$ cat config.mk
export PLATFORM = sky130hd
export DESIGN_NAME = seg_addr_gen
export DESIGN_NICKNAME = d
export VERILOG_FILES = /design/src/rtl/seg_addr_pkg.sv /design/src/rtl/sag_ea_unit.sv /design/src/rtl/sag_phys_unit.sv /design/src/rtl/sag_align_unit.sv /design/src/rtl/seg_addr_gen.sv
export SDC_FILE = /design/constraint.sdc
export NUM_CORES = 1
export LEC_CHECK = 0
export BUFFER_PORTS_ARGS = -buffer_cell sky130_fd_sc_hd__buf_2
export CORE_MARGIN = 1.5
export CORE_UTILIZATION = 45
export CTS_BUF_LIST = sky130_fd_sc_hd__clkbuf_8
export DETAILED_ROUTE_END_ITERATION = 8
export PLACE_DENSITY_LB_ADDON = 0.25
export SYNTH_ARGS = -nofsm -noshare
export SYNTH_HDL_FRONTEND = slang
export SYNTH_HIERARCHICAL = 1
export SYNTH_SLANG_ARGS = --single-unit
export TNS_END_PERCENT = 5
$ cat constraint.sdc
create_clock -name clk -period 6.1 [get_ports clk]
set_clock_uncertainty 0.2 [all_clocks]
set_input_delay 0.915 -clock clk [delete_from_list [all_inputs] [get_ports clk]]
set_output_delay 0.915 -clock clk [all_outputs]
set_load 0.01 [all_outputs]
$ cat src/rtl/seg_addr_pkg.sv
package seg_addr_pkg;

    typedef enum logic [2:0] {
        AM_DIRECT    = 3'd0,
        AM_REG_IND   = 3'd1,
        AM_BASED     = 3'd2,
        AM_INDEXED   = 3'd3,
        AM_BASED_IDX = 3'd4
    } addr_mode_e;

    typedef enum logic [1:0] {
        SZ_BYTE  = 2'd0,
        SZ_WORD  = 2'd1,
        SZ_DWORD = 2'd2,
        SZ_DWALT = 2'd3
    } acc_size_e;

    typedef enum logic {
        ST_IDLE   = 1'b0,
        ST_RESULT = 1'b1
    } ctl_state_e;

endpackage

$ cat src/rtl/sag_ea_unit.sv
module sag_ea_unit #(
    parameter int OFS_W = 16
) (
    input  logic [2:0]       mode,
    input  logic             ind_sel,
    input  logic [OFS_W-1:0] base_reg,
    input  logic [OFS_W-1:0] index_reg,
    input  logic [OFS_W-1:0] disp,
    output logic [OFS_W-1:0] ea
);
    import seg_addr_pkg::*;

    logic [OFS_W-1:0] reg_pick;
    logic [OFS_W-1:0] term_a;
    logic [OFS_W-1:0] term_b;
    logic [OFS_W-1:0] term_c;

    assign reg_pick = ind_sel ? base_reg : index_reg;

    // Pick up to three addends; unused ones are zero. Sum wraps at OFS_W bits.
    always_comb begin
        term_a = '0;
        term_b = '0;
        term_c = disp;
        unique case (mode)
            AM_REG_IND: begin
                term_a = reg_pick;
                term_c = '0;
            end
            AM_BASED:     term_a = base_reg;
            AM_INDEXED:   term_a = index_reg;
            AM_BASED_IDX: begin
                term_a = base_reg;
                term_b = index_reg;
            end
            default: ;
        endcase
    end

    assign ea = term_a + term_b + term_c;

endmodule

$ cat src/rtl/sag_phys_unit.sv
module sag_phys_unit #(
    parameter int SEG_W     = 16,
    parameter int OFS_W     = 16,
    parameter int SEG_SHIFT = 4,
    localparam int PA_W     = SEG_W + SEG_SHIFT
) (
    input  logic [SEG_W-1:0] seg_base,
    input  logic [OFS_W-1:0] ofs,
    output logic [PA_W-1:0]  phys
);
    logic [PA_W-1:0] seg_scaled;
    logic [PA_W-1:0] ofs_ext;

    assign seg_scaled = {seg_base, {SEG_SHIFT{1'b0}}};

    generate
        if (OFS_W >= PA_W) begin : g_trunc
            assign ofs_ext = ofs[PA_W-1:0];
        end else begin : g_zext
            assign ofs_ext = {{(PA_W-OFS_W){1'b0}}, ofs};
        end
    endgenerate

    assign phys = seg_scaled + ofs_ext;

endmodule

$ cat src/rtl/sag_align_unit.sv
module sag_align_unit #(
    parameter int OFS_W = 16
) (
    input  logic [1:0]       size,
    input  logic [OFS_W-1:0] ea,
    output logic             misaligned
);
    import seg_addr_pkg::*;

    always_comb begin
        unique case (size)
            SZ_BYTE:  misaligned = 1'b0;
            SZ_WORD:  misaligned = ea[0];
            default:  misaligned = |ea[1:0];
        endcase
    end

endmodule

$ cat src/rtl/seg_addr_gen.sv
module seg_addr_gen #(
    parameter int SEG_W     = 16,
    parameter int OFS_W     = 16,
    parameter int SEG_SHIFT = 4,
    localparam int PA_W     = SEG_W + SEG_SHIFT
) (
    input  logic             clk,
    input  logic             rst_n,
    input  logic             in_valid,
    input  logic [2:0]       mode,
    input  logic [1:0]       size,
    input  logic             ind_sel,
    input  logic [SEG_W-1:0] seg_base,
    input  logic [OFS_W-1:0] base_reg,
    input  logic [OFS_W-1:0] index_reg,
    input  logic [OFS_W-1:0] disp,
    output logic             out_valid,
    output logic [OFS_W-1:0] ea,
    output logic [PA_W-1:0]  phys,
    output logic             misaligned
);
    import seg_addr_pkg::*;

    ctl_state_e       state_q;
    ctl_state_e       state_d;
    logic [OFS_W-1:0] ea_c;
    logic [PA_W-1:0]  phys_c;
    logic             mis_c;

    sag_ea_unit #(.OFS_W(OFS_W)) u_ea (
        .mode      (mode),
        .ind_sel   (ind_sel),
        .base_reg  (base_reg),
        .index_reg (index_reg),
        .disp      (disp),
        .ea        (ea_c)
    );

    sag_phys_unit #(.SEG_W(SEG_W), .OFS_W(OFS_W), .SEG_SHIFT(SEG_SHIFT)) u_phys (
        .seg_base (seg_base),
        .ofs      (ea_c),
        .phys     (phys_c)
    );

    sag_align_unit #(.OFS_W(OFS_W)) u_align (
        .size       (size),
        .ea         (ea_c),
        .misaligned (mis_c)
    );

    always_comb begin
        unique case (state_q)
            ST_IDLE:   state_d = in_valid ? ST_RESULT : ST_IDLE;
            ST_RESULT: state_d = in_valid ? ST_RESULT : ST_IDLE;
            default:   state_d = ST_IDLE;
        endcase
    end

    always_ff @(posedge clk) begin
        if (!rst_n) state_q <= ST_IDLE;
        else        state_q <= state_d;
    end

    always_ff @(posedge clk) begin
        if (!rst_n) begin
            ea         <= '0;
            phys       <= '0;
            misaligned <= 1'b0;
        end else if (in_valid) begin
            ea         <= ea_c;
            phys       <= phys_c;
            misaligned <= mis_c;
        end
    end

    assign out_valid = (state_q == ST_RESULT);

endmodule

Yosys cells after proc, flatten, opt, wreduce, memory -nomap -nowiden
Index checks and enable logic that the tools add are counted.

Flip-flop bits (word level): 38. Bits in latches: 0. RAM bits: 0. Bits in read-only memories: 0. Input port bits: 73. Output and inout port bits: 38. Logic and storage cells: 21. Memories: 0.

$add $sub $neg: 3. Multipliers: 0. Div/mod/pow operators: 0. Order comparisons: 0. Eq/ne operators: 5. Shift-type cells: 0. Mux-type cells: 6. Bitwise operators: 0. Reductions and logical operators: 3.

Operators by type and width (count): two-way mux 16 bit (3); case mux 16 bit (3 select lines) (1); adder 16 bit (2); adder 20 x 16 -> 20 bit (1); equality test 3 x 2 -> 1 bit, second input constant (2); OR reduction 2 bit (2); equality test 3 x 1 -> 1 bit, second input constant (1); equality test 3 bit, second input constant (1); equality test 2 x 1 -> 1 bit, second input constant (1); logical NOT 2 bit (1); case mux 1 bit (2 select lines) (1); two-way mux 1 bit (1).

Logic depth before layout (Yosys ltp)
Gate-level depths: netlist of the first run.

Word-level depth: 7. Depth in mapped cells: 24. Gate-level depth less buffers: 23.

By module
The synthesis of the first run kept the hierarchy.

By module, submodules not included: seg_addr_gen (instances 1, cells each 121, area an instance 1433.9 um^2, seq. area each 760.7 um^2); sag_ea_unit (instances 1, cells each 190, area an instance 1417.6 um^2, seq. area each 0.0 um^2); sag_phys_unit (instances 1, cells each 90, area an instance 675.6 um^2, seq. area each 0.0 um^2); sag_align_unit (instances 1, cells each 3, area an instance 12.5 um^2, seq. area each 0.0 um^2).

Least setup slack after synthesis of the first run
Ideal clock, no wire load.

Kind: input to register. From: input port mode[1]. To: register phys[19]. Arrival: 5.402 ns. Slack: 0.433 ns. Cell stages on the path: 22. Buffers on the path: 1. Cell sequence: nor3b_1 o21bai_1 buf_4 a22oi_1 fa_1 inv_1 ha_1 inv_1 fa_1 nor2b_1 o2111ai_1 nand2_1 a21o_1 a21oi_1 xnor2_1 ha_1 and4_2 a221o_1 or4b_1 o211ai_1 mux2i_1 nor2b_1.

Longest elaborated chain between the ends: 6. Elaborated cells between the ends (all ways): 11.

Ends and longest elaborated chain: start: declaration (RTL line seg_addr_gen.sv:10) `input logic [2:0] mode,`; equality test 3 x 2 -> 1 bit / equality test 3 bit (equally long branches) (RTL line sag_ea_unit.sv:25) `unique case (mode)`; OR reduction 2 bit (no source line); case mux 16 bit (3 select lines) (RTL line sag_ea_unit.sv:25); adder 16 bit (RTL line sag_ea_unit.sv:40) `assign ea = term_a + term_b + term_c;`; adder 16 bit (*) (RTL line sag_ea_unit.sv:40); net ea_c[11] (RTL line seg_addr_gen.sv:26) `logic [OFS_W-1:0] ea_c;`; adder 20 x 16 -> 20 bit (*) (RTL line sag_phys_unit.sv:24) `assign phys = seg_scaled + ofs_ext;`; net phys_c[19] (RTL line seg_addr_gen.sv:27) `logic [PA_W-1:0] phys_c;`; end signal: assignment (RTL line seg_addr_gen.sv:71) `phys <= phys_c;`; end: declaration (RTL line seg_addr_gen.sv:19) `output logic [PA_W-1:0] phys,`.

Mark *: on every way through the listed nets, which the timed path passes. The rest lies on a longest branch. A chain may end at the register's enable or synchronous reset.

Worst setup path in the final report of the first run
Same ends and word-level chain as after synthesis.

==> impl_metrics.py, run 1 <==
metrics = {
    "place": {
        "portBuffers": 110,
        "dp_hpwl_mm": 6.54,
        "dp.cells": 603,
        "gp_congestion": 0.870,
        "placed_area_um2": 4130,
    },
    "clock_tree": {
        "ctsHoldBuffers": 0,
        "clockBufferDepth": 2,
        "cts.reportedPaths.clkPinSlew_ns": 0.07,
        "cts_tree": "yes",
        "ctsHtreeMaxLevel": 2,
        "cts_buffers": 5,
        "cts_root_buf": "clkbuf_8",
        "post_cts_resize_count": 0,
        "cts_setup_buffers": 0,
        "clkSinkCount": 38,
        "worstSkewPairLatency_ns": 0.28,
    },
    "sta": {
        "setup_viol": 0,
        "fin_setup_tns_ns": 0,
        "hold_violations": 0,
        "post-route-min-period_ns": 5.69,
        "tightest_slew_ns": 1.10,
        "fmax_mhz": 176,
        "slew_headroom_pct": 26.8,
        "finalMaxSlewViolations": 0,
        "rsz0062_at_grt": "false",
        "period_share_pct": 93.3,
    },
    "routing": {
        "vias_per_cell": 5.09,
        "first_pass_iters": 4,
        "wirelength_mm": 7.92,
        "wl_per_cell_um": 13.0,
        "via_count": 3104,
        "drtIter0Drc": 79,
        "postRouteAntennaNets": 0,
        "drc": 0,
    },
    "outcome": {
        "outcome": "finished clean",
    },
    "synthesis": {
        "syn_nets": 520,
        "synth_seq_cells": 38,
        "yosys_most_used_dff": "dfxtp_1",
        "syn_area_um2": 3540,
        "yosysTopAreaCellShare_pct": 21.5,
        "netlist_top_cells_area": "dfxtp_1 21%, mux2i_1 11%, fa_1 9.6%",
        "yosys_warnings": 6,
        "synth_top_area_cell": "dfxtp_1",
        "syn_inst": 404,
        "synth-edff-count": 0,
        "yosysSeqAreaShare_pct": 21.5,
        "ys_types": 55,
        "synthArstFlopShare_pct": 0,
        "syn_avg_cell_area_um2": 8.76,
    },
    "layout": {
        "stdcell_area_um2": 4220,
        "n_antenna_cell": 0,
        "finalNonFillerCells": 610,
        "drive_gt1_share_pct": 26.2,
        "fin_util_pct": 54.8,
        "syn_to_final_growth_pct": 19.1,
        "nets": 624,
    },
    "setup_path": {
        "crit_end": "phys[19]",
        "critPathMaxFanout": 15,
        "r2r_cells": 2,
        "crit_path_end_kind": "register",
        "cpPeakStageDelay_ns": 0.55,
        "r2r-end": "ea[14]",
        "crit_path_start_kind": "input pin",
        "critical_path_buf_inv_count": 3,
        "cp_data_required_time_ns": 6.13,
        "crit_family": "compound AO/OA/AOI/OAI gates",
        "arrival_ns": 5.72,
        "cpMostUsedCell": "a21o_1",
        "cp_slowest_cell": "fa_1",
        "regToRegSetupSlack_ns": 5.27,
        "cp_num_cells": 23,
        "worstPathCellList": "buf_2 -> nor2b_1 -> mux2i_1 -> o21bai_1 -> buf_4 -> a22oi_1 -> fa_1 -> inv_1 -> ha_1 -> a21o_1 -> a31oi_1 -> a21boi_2 -> a21oi_1 -> a21oi_1 -> xor2_1 -> ha_1 -> a21o_1 -> a21o_1 -> a221o_1 -> or4b_1 -> o211ai_1 -> mux2i_1 -> nor2b_1",
        "r2r-start": "ea[14]",
        "setup.worst_path.class": "input pin to register",
        "crit_start": "mode[1]",
    },
    "global_routing": {
        "grt_pass1_vias": 2895,
        "grt_remaining_overflow": 0,
        "grt_max_degree": 39,
        "grt_pass1_wl_mm": 13.2,
        "antenna_found_initial": 0,
        "grt_usage_pct": 19.1,
    },
    "floorplan": {
        "die_y_um": 91.7,
        "ios": 111,
        "dieArea_um2": 8410,
        "core-area_um2": 7690,
        "initial_core_util_pct": 46.0,
        "die_x_um": 91.7,
        "core.rowCount": 32,
    },
    "power": {
        "power.density_nw_per_um2": 267,
        "leakage_nw": 2.18,
        "ir_drop_uv": 95.4,
    },
    "worst_hold_path": {
        "min_path_type": "register to register",
    },
    "run": {
        "max-cap-violations": 0,
    },
}
## registers in the layout, summed over array words and instances (netlist names)
signal and flops:
misaligned 1, ea 16, phys 20, out_valid 1
## routing by layer
metal / global-route usage, % / routed length (µm) / vias to the layer above
li1: - / - / 1595
met1: 26.1 / 3730 / 1396
met2: 32.6 / 3680 / 110
met3: 2.16 / 471 / 3
met4: 3.85 / 38 / 0
met5: 0 / 0 / -
## cells in the mapped netlist (2+ instances only)
master and count:
o22ai_1 2, clkbuf_1 8, xor2_1 7, xnor2_1 19
buf_6 2, a22oi_1 13, a22o_1 2, o211ai_1 3
buf_8 2, buf_4 6, nand3_1 6, dfxtp_1 38
a211oi_1 3, nor3_1 5, nor2b_1 40, o21ai_0 4
ha_1 26, nor2_1 13, o2111ai_1 3, inv_1 31
nor3b_1 3, a31oi_1 4, a21oi_1 23, nand2_1 37
or3_1 3, a21o_1 11, and2_1 5, o21a_1 5
mux2i_1 38, fa_1 17
## where the power goes
| part | leakage [nW] | total [mW] | internal, mW | switching (mW) |
|---|---|---|---|---|
| clock network | 0.0466 | 0.156 | 0.0753 | 0.0807 |
| logic | 1.82 | 0.642 | 0.297 | 0.346 |
| registers | 0.314 | 0.325 | 0.299 | 0.0260 |
## metrics by stage
step                      total power [mW]  setup WS (ns)  hold slack (ns)
after floorplan                      0.801          0.433            0.338
after global placement               0.959          0.290            0.289
after detailed placement             0.974         0.0948            0.299
after CTS                             1.13          0.392            0.319
after global routing                  1.22       0.000395            0.332
final                                 1.12          0.409            0.313
## cell usage in the layout, fill, tap and decap left out, types with 2 or more instances in the layout
cell / instances
a211oi_1: 3
a21o_1: 11
a21oi_1: 23
a22o_1: 2
a22oi_1: 13
a31oi_1: 4
and2_1: 5
buf_2: 110
buf_4: 7
clkbuf_8: 5
dfxtp_1: 38
fa_1: 17
ha_1: 26
inv_1: 33
mux2i_1: 38
nand2_1: 37
nand3_1: 6
nor2_1: 13
nor2b_1: 40
nor3_1: 5
nor3b_1: 2
o2111ai_1: 3
o211ai_1: 3
o21a_1: 5
o21ai_0: 4
o22ai_1: 2
or3_1: 3
xnor2_1: 19
xor2_1: 7
## how the worst min path moves through the flow
stage | end | startpoint | depth (start not counted)
after floorplan | ea[13] | ea[13] | 2
after global placement | phys[4] | phys[4] | 2
after detailed placement | phys[9] | phys[9] | 2
after CTS | phys[9] | phys[9] | 2
after global routing | ea[11] | ea[11] | 2
final | phys[9] | phys[9] | 2
## logic make-up (layout without fill, tap and decap cells)
| kind of cell | Yosys count | after routing | share of synthesized area, % |
|---|---|---|---|
| DFF | 38 | 38 | 21.5 |
| xor gates and xnor gates | 27 | 27 | 6.89 |
| buffers and inverters | 52 | 156 | 7.25 |
| adders and majority gates | 43 | 43 | 18.8 |
| AOI/OAI and AO/OA | 82 | 82 | 16.0 |
| and+or+nand+nor | 124 | 124 | 18.8 |
| muxes | 38 | 38 | 10.7 |
## final cells by class
class,count,area [µm²]
timing repair buffer,117,603
clock buffer,5,68.8
tap,102,128
inverter,32,120
sequential,38,761
fill,762,3470
clock inverter,2,7.51
multi-input combinational,314,2530
## worst register-to-register path, delay by kind of cell, from the launching register on
family | cells | cell delay [ns]
muxes | 1 | 0.08
DFF | 1 | 0.36
and+or+nand+nor | 1 | 0.14
No activity file was read; power rests on OpenSTA's default activity.
==> run 2: changes to the inputs <==
--- a/config.mk
+++ b/config.mk
@@ -5,8 +5,9 @@
 export SDC_FILE = /design/constraint.sdc
 export NUM_CORES = 1
 export LEC_CHECK = 0
+export ABC_AREA = 1
 export BUFFER_PORTS_ARGS = -buffer_cell sky130_fd_sc_hd__buf_2
-export CORE_MARGIN = 1.5
+export CORE_MARGIN = 2
 export CORE_UTILIZATION = 45
 export CTS_BUF_LIST = sky130_fd_sc_hd__clkbuf_8
 export DETAILED_ROUTE_END_ITERATION = 8
==> run 2 against run 1 <==
Clock power increased by 43%. Total power grew 5.8%. Synthesized cell count up 61%. Flip-flop and latch count stayed put. Largest cell class unchanged.
==> impl_metrics.py, run 2 <==
metrics = {
    "outcome": {
        "outcome": "finished clean",
    },
    "place": {
        "gp_congestion": 0.919,
        "dp_hpwl_mm": 8.01,
        "portBuffers": 110,
        "dp.cells": 851,
        "post-place-ws_ns": 0.471,
        "placed_area_um2": 4500,
    },
    "layout": {
        "top_register": "phys",
        "multiInputGateArea_um2": 2580,
        "largest_register_ff_count": 20,
        "drive_gt1_share_pct": 18.8,
        "syn_to_final_growth_pct": 17.1,
        "final_cell_mix": "218 x nand2_1, 118 x inv_1, 110 x buf_2, 99 x nor2_1, 38 x dfxtp_1",
        "nFillCells": 938,
        "fin_util_pct": 53.7,
        "layout_commonest_cell": "nand2_1",
        "stdcell_area_um2": 4610,
        "n_antenna_cell": 0,
        "register_area_um2": 761,
        "nets": 866,
        "finalNonFillerCells": 858,
        "largestRegisters": "phys (20), ea (16)",
    },
    "global_routing": {
        "grt_pass1_vias": 3755,
        "grt_pass1_wl_mm": 16.6,
        "grt_max_degree": 76,
        "grt_remaining_overflow": 0,
        "grt_usage_pct": 20.8,
        "antenna_found_initial": 0,
    },
    "sta": {
        "setup_ws_ns": 0.802,
        "slew_headroom_pct": 53.2,
        "hold_violations": 0,
        "hold_slack_ns": 0.268,
        "fin_setup_tns_ns": 0,
        "post-route-min-period_ns": 5.30,
        "setup_viol": 0,
        "fmax_mhz": 189,
        "rsz0062_at_grt": "false",
        "finalMaxSlewViolations": 0,
        "period_share_pct": 86.9,
        "tightest_slew_ns": 0.702,
    },
    "synthesis": {
        "synth-simple-area-share_pct": 37.1,
        "syn_area_um2": 3940,
        "synth_seq_cells": 38,
        "syn_nets": 768,
        "muxShareOfSynthArea_pct": 0,
        "synthXorXnorAreaFrac_pct": 3.78,
        "yosysTopAreaCellShare_pct": 20.8,
        "syn_avg_cell_area_um2": 6.04,
        "yosysMostFrequentCell": "nand2_1",
        "netlist_top_cells_area": "nand2_1 21%, dfxtp_1 19%, inv_1 11%",
        "synth-edff-count": 0,
        "synth_top_family_by_area": "simple AND/OR/NAND/NOR gates",
        "yosys_most_used_dff": "dfxtp_1",
        "synthArstFlopShare_pct": 0,
        "syn_inst": 652,
        "yosys_warnings": 6,
        "ys_top_cells_by_count": "218 x nand2_1, 118 x inv_1, 99 x nor2_1",
        "ys_types": 32,
        "synth_top_area_cell": "nand2_1",
        "synth_compound_area_share_pct": 7.78,
        "yosysSeqAreaShare_pct": 19.3,
        "synth_adder_area_share_pct": 16.9,
    },
    "setup_path": {
        "critPathMaxFanout": 19,
        "cpMostUsedCell": "nand2_1",
        "regToRegSetupSlack_ns": 5.30,
        "cp_data_required_time_ns": 6.09,
        "cp_slowest_cell": "o21ai_2",
        "crit_path_end_kind": "register",
        "crit_path_start_kind": "input pin",
        "setup.worst_path.class": "input pin to register",
        "cpPeakStageDelay_ns": 0.55,
        "arrival_ns": 5.29,
        "r2r_cells": 2,
    },
    "power": {
        "power.density_nw_per_um2": 257,
        "fin_total_pwr_mw": 1.19,
        "ir_drop_uv": 99.7,
        "leakage_nw": 2.88,
    },
    "worst_hold_path": {
        "hold_depth": 2,
        "min_path_type": "register to register",
    },
    "routing": {
        "via_count": 4011,
        "wl_per_cell_um": 11.2,
        "drtIter0Drc": 136,
        "vias_per_cell": 4.67,
        "first_pass_iters": 4,
        "drc": 0,
        "postRouteAntennaNets": 0,
        "wirelength_mm": 9.63,
    },
    "run": {
        "max-cap-violations": 0,
    },
    "floorplan": {
        "dieArea_um2": 9520,
        "core.rowCount": 34,
        "core-area_um2": 8590,
        "initial_core_util_pct": 45.9,
        "die_x_um": 97.6,
        "ios": 111,
        "die_y_um": 97.6,
    },
    "clock_tree": {
        "clockBufferDepth": 2,
        "ctsHoldBuffers": 0,
        "cts.reportedPaths.clkPinSlew_ns": 0.07,
        "cts_setup_buffers": 0,
        "post_cts_resize_count": 0,
        "cts_tree": "yes",
        "worstSkewPairLatency_ns": 0.30,
        "cts_root_buf": "clkbuf_8",
        "clkSinkCount": 38,
        "cts_buffers": 5,
        "ctsHtreeMaxLevel": 2,
    },
}
-- run 2: where the power goes --
| group | internal [mW] | switching, mW | total, mW |
|---|---|---|---|
| clock | 0.131 | 0.0920 | 0.223 |
| combinational | 0.248 | 0.417 | 0.665 |
| sequential | 0.284 | 0.0171 | 0.301 |
-- run 2: final timing paths --
kind / from / endpoint
max: mode[1] / phys[15]
min: phys[10] / phys[10]
max reg2reg: phys[18] / phys[18]
min reg2reg: phys[10] / phys[10]
-- run 2: layout make-up --
| cell class | count | area share (%) |
|---|---|---|
| Clock buffer | 6 | 1.79 |
| Multi-Input combinational cell | 470 | 56.0 |
| Timing Repair Buffer | 111 | 12.1 |
| Inverter | 124 | 10.1 |
| Clock inverter | 1 | 0.651 |
| Tap cell | 108 | 2.93 |
| Sequential cell | 38 | 16.5 |
-- run 2: worst max-delay path, delay by kind of cell --
kind                       cells  cell delay, ns
adders and majority gates      4            1.39
xor gates and xnor gates       1            0.25
AOI/OAI and AO/OA              4            1.00
and+or+nand+nor               14            1.19
buffers and inverters          7            0.52
-- run 2: logic make-up (layout without fill, tap and decap cells) --
family,after synthesis,count (layout)
adder cells (fa/ha/maj),43,43
flip-flops,38,38
buffers and inverters,144,242
AND/OR/NAND/NOR,360,360
XOR/XNOR,17,17
AO/OA/AOI/OAI,50,50
-- run 2: layer usage --
metal,vias to the layer above,global-route usage [%],wire [µm]
met5,-,0,0
met4,0,4.81,92
met3,7,2.37,445
met2,104,37.1,4640
met1,1754,26.8,4450
li1,2146,-,-
==> run 3: changes to the inputs <==
--- a/config.mk
+++ b/config.mk
@@ -5,7 +5,6 @@
 export SDC_FILE = /design/constraint.sdc
 export NUM_CORES = 1
 export LEC_CHECK = 0
-export ABC_AREA = 1
 export BUFFER_PORTS_ARGS = -buffer_cell sky130_fd_sc_hd__buf_2
 export CORE_MARGIN = 2
 export CORE_UTILIZATION = 45
==> run 3 against run 2 <==
Combinational power decreased by 3.5%. Non-clock buffer count increased by 6. Die area decreased by 9.8%. First-iteration DRC count is 15% lower. Total power fell by 3.9%. Clock power is 21% lower. Cell area is 8.3% lower. Clock-buffer cell count unchanged. Flip-flop and latch count is the same. Hold slack improved by 0.043 ns. Register-to-register slack got worse by 0.06 ns. Global-route usage is 1.8 points lower.
==> impl_metrics.py, run 3 (synthesized netlist as in run 1, its figures left out) <==
metrics = {
    "routing": {
        "first_pass_iters": 4,
        "via_count": 3077,
        "drtIter0Drc": 115,
        "vias_per_cell": 5.04,
        "wl_per_cell_um": 13.1,
        "wirelength_mm": 7.99,
        "postRouteAntennaNets": 0,
        "drc": 0,
    },
    "floorplan": {
        "die_y_um": 92.7,
        "core-area_um2": 7690,
        "ios": 111,
        "initial_core_util_pct": 46.0,
        "dieArea_um2": 8590,
        "die_x_um": 92.7,
        "core.rowCount": 32,
    },
    "clock_tree": {
        "cts_tree": "yes",
        "post_cts_resize_count": 0,
        "cts.reportedPaths.clkPinSlew_ns": 0.07,
        "cts_root_buf": "clkbuf_8",
        "ctsHtreeMaxLevel": 2,
        "cts_setup_buffers": 0,
        "cts_buffers": 5,
        "clockBufferDepth": 2,
        "ctsHoldBuffers": 0,
        "worstSkewPairLatency_ns": 0.28,
        "clkSinkCount": 38,
    },
    "worst_hold_path": {
        "min_path_type": "register to register",
        "worstHoldStart": "phys[18]",
    },
    "setup_path": {
        "arrival_ns": 5.73,
        "crit_path_start_kind": "input pin",
        "worstPathCellList": "buf_2 -> nor2b_1 -> mux2i_1 -> o21bai_1 -> buf_4 -> a22oi_1 -> fa_1 -> inv_1 -> ha_1 -> a21o_1 -> a31oi_1 -> a21boi_2 -> a21oi_1 -> a21oi_1 -> xor2_1 -> ha_1 -> a21o_1 -> a21o_1 -> a221o_1 -> or4_1 -> o2111ai_1 -> mux2i_1 -> nor2b_1",
        "crit_path_end_kind": "register",
        "crit_start": "mode[1]",
        "setup.worst_path.class": "input pin to register",
        "cp_data_required_time_ns": 6.12,
        "r2r-start": "phys[17]",
        "critPathMaxFanout": 15,
        "cpMostUsedCell": "a21o_1",
        "crit_family": "compound AO/OA/AOI/OAI gates",
        "critical_path_buf_inv_count": 3,
        "cp_slowest_cell": "fa_1",
        "cpPeakStageDelay_ns": 0.54,
    },
    "power": {
        "p_seq_share_pct": 28.4,
        "sw_frac_of_total_pct": 39.9,
        "ir_drop_uv": 94.5,
        "fin_total_pwr_mw": 1.14,
        "leakage_nw": 2.19,
        "p_comb_share_pct": 56.2,
        "power.density_nw_per_um2": 270,
        "switchingPower_mw": 0.456,
        "clkPwrFrac_pct": 15.4,
        "intPower_mw": 0.686,
    },
    "layout": {
        "final_cell_mix": "110 x buf_2, 40 x nor2b_1, 38 x mux2i_1, 38 x dfxtp_1, 37 x nand2_1",
        "largestRegisters": "phys (20), ea (16)",
        "nets": 624,
        "top_register": "phys",
        "stdcell_area_um2": 4230,
        "syn_to_final_growth_pct": 19.5,
        "n_antenna_cell": 0,
        "largest_register_ff_count": 20,
        "drive_gt1_share_pct": 26.5,
        "layout_commonest_cell": "buf_2",
    },
    "global_routing": {
        "antenna_found_initial": 0,
        "grt_max_degree": 39,
        "grt_remaining_overflow": 0,
        "grt_pass1_wl_mm": 13.3,
        "grt_usage_pct": 18.9,
        "grt_pass1_vias": 2951,
    },
    "sta": {
        "rsz0062_at_grt": "false",
        "setup_viol": 0,
        "fmax_mhz": 175,
        "hold_violations": 0,
        "slew_headroom_pct": 26.1,
        "finalMaxSlewViolations": 0,
        "tightest_slew_ns": 1.11,
        "fin_setup_tns_ns": 0,
        "period_share_pct": 93.6,
        "setup_ws_ns": 0.389,
        "post-route-min-period_ns": 5.71,
    },
    "run": {
        "max-cap-violations": 0,
    },
    "place": {
        "portBuffers": 110,
        "post-place-ws_ns": 0.119,
        "dp_hpwl_mm": 6.56,
        "placed_area_um2": 4140,
        "gp_congestion": 0.887,
    },
    "outcome": {
        "outcome": "finished clean",
    },
}
run 3: cell types whose count changed in the layout (fill, tap and decap cells not counted), moves of 14 or more:
| cell | previous run | this run |
|---|---|---|
| nand2_1 | 218 | 37 |
| inv_1 | 118 | 32 |
| nor2_1 | 99 | 13 |
| nor2b_1 | 0 | 40 |
| mux2i_1 | 0 | 38 |
| nand3_1 | 21 | 6 |
| xnor2_1 | 5 | 19 |
run 3: final timing paths:
kind	cells past startpoint	slack, ns	end
worst min-delay path	2	0.31	phys[18]
worst max-delay path	23	0.39	phys[17]
worst max register to register	2	5.24	phys[17]
worst min register to register	2	0.31	phys[18]
run 3: layer usage:
layer	track usage, %	vias to the layer above	part of all wire (%)
met5	0	-	0
met4	5.39	0	1.2
met3	2.12	7	5.2
met2	32.6	97	46
met1	25.2	1377	48
li1	-	1596	-
run 3: tightest hold or removal path, stage by stage (launching register included):
cell     delay (ns)
dfxtp_1        0.32
mux2i_1        0.06
nor2b_1        0.09
run 3: final cells by class:
| class | count | area, µm² |
|---|---|---|
| flip-flops and latches | 38 | 761 |
| well taps | 102 | 128 |
| fillers | 743 | 3460 |
| clock inverters | 2 | 8.76 |
| repair buffers | 117 | 603 |
| multi-input cells | 314 | 2530 |
| inverters | 32 | 120 |
| clock buffers | 6 | 82.6 |
run 3: stage by stage:
stage	utilization (%)	std cells	hold slack, ns
2_1_floorplan	-	404	0.338
3_3_place_gp	53.8	603	0.290
3_5_place_dp	53.8	603	0.299
4_1_cts	55.0	611	0.316
5_1_grt	55.0	611	0.343
6_report	55.0	611	0.312
run 3: power groups by stage:
stage	Combinational, mW	Sequential (mW)	Clock [mW]
after CTS	0.645	0.325	0.182
after detailed placement	0.643	0.330	0
after global routing	0.722	0.330	0.189
after global placement	0.633	0.329	0
final	0.642	0.324	0.176
after floorplan	0.449	0.352	0
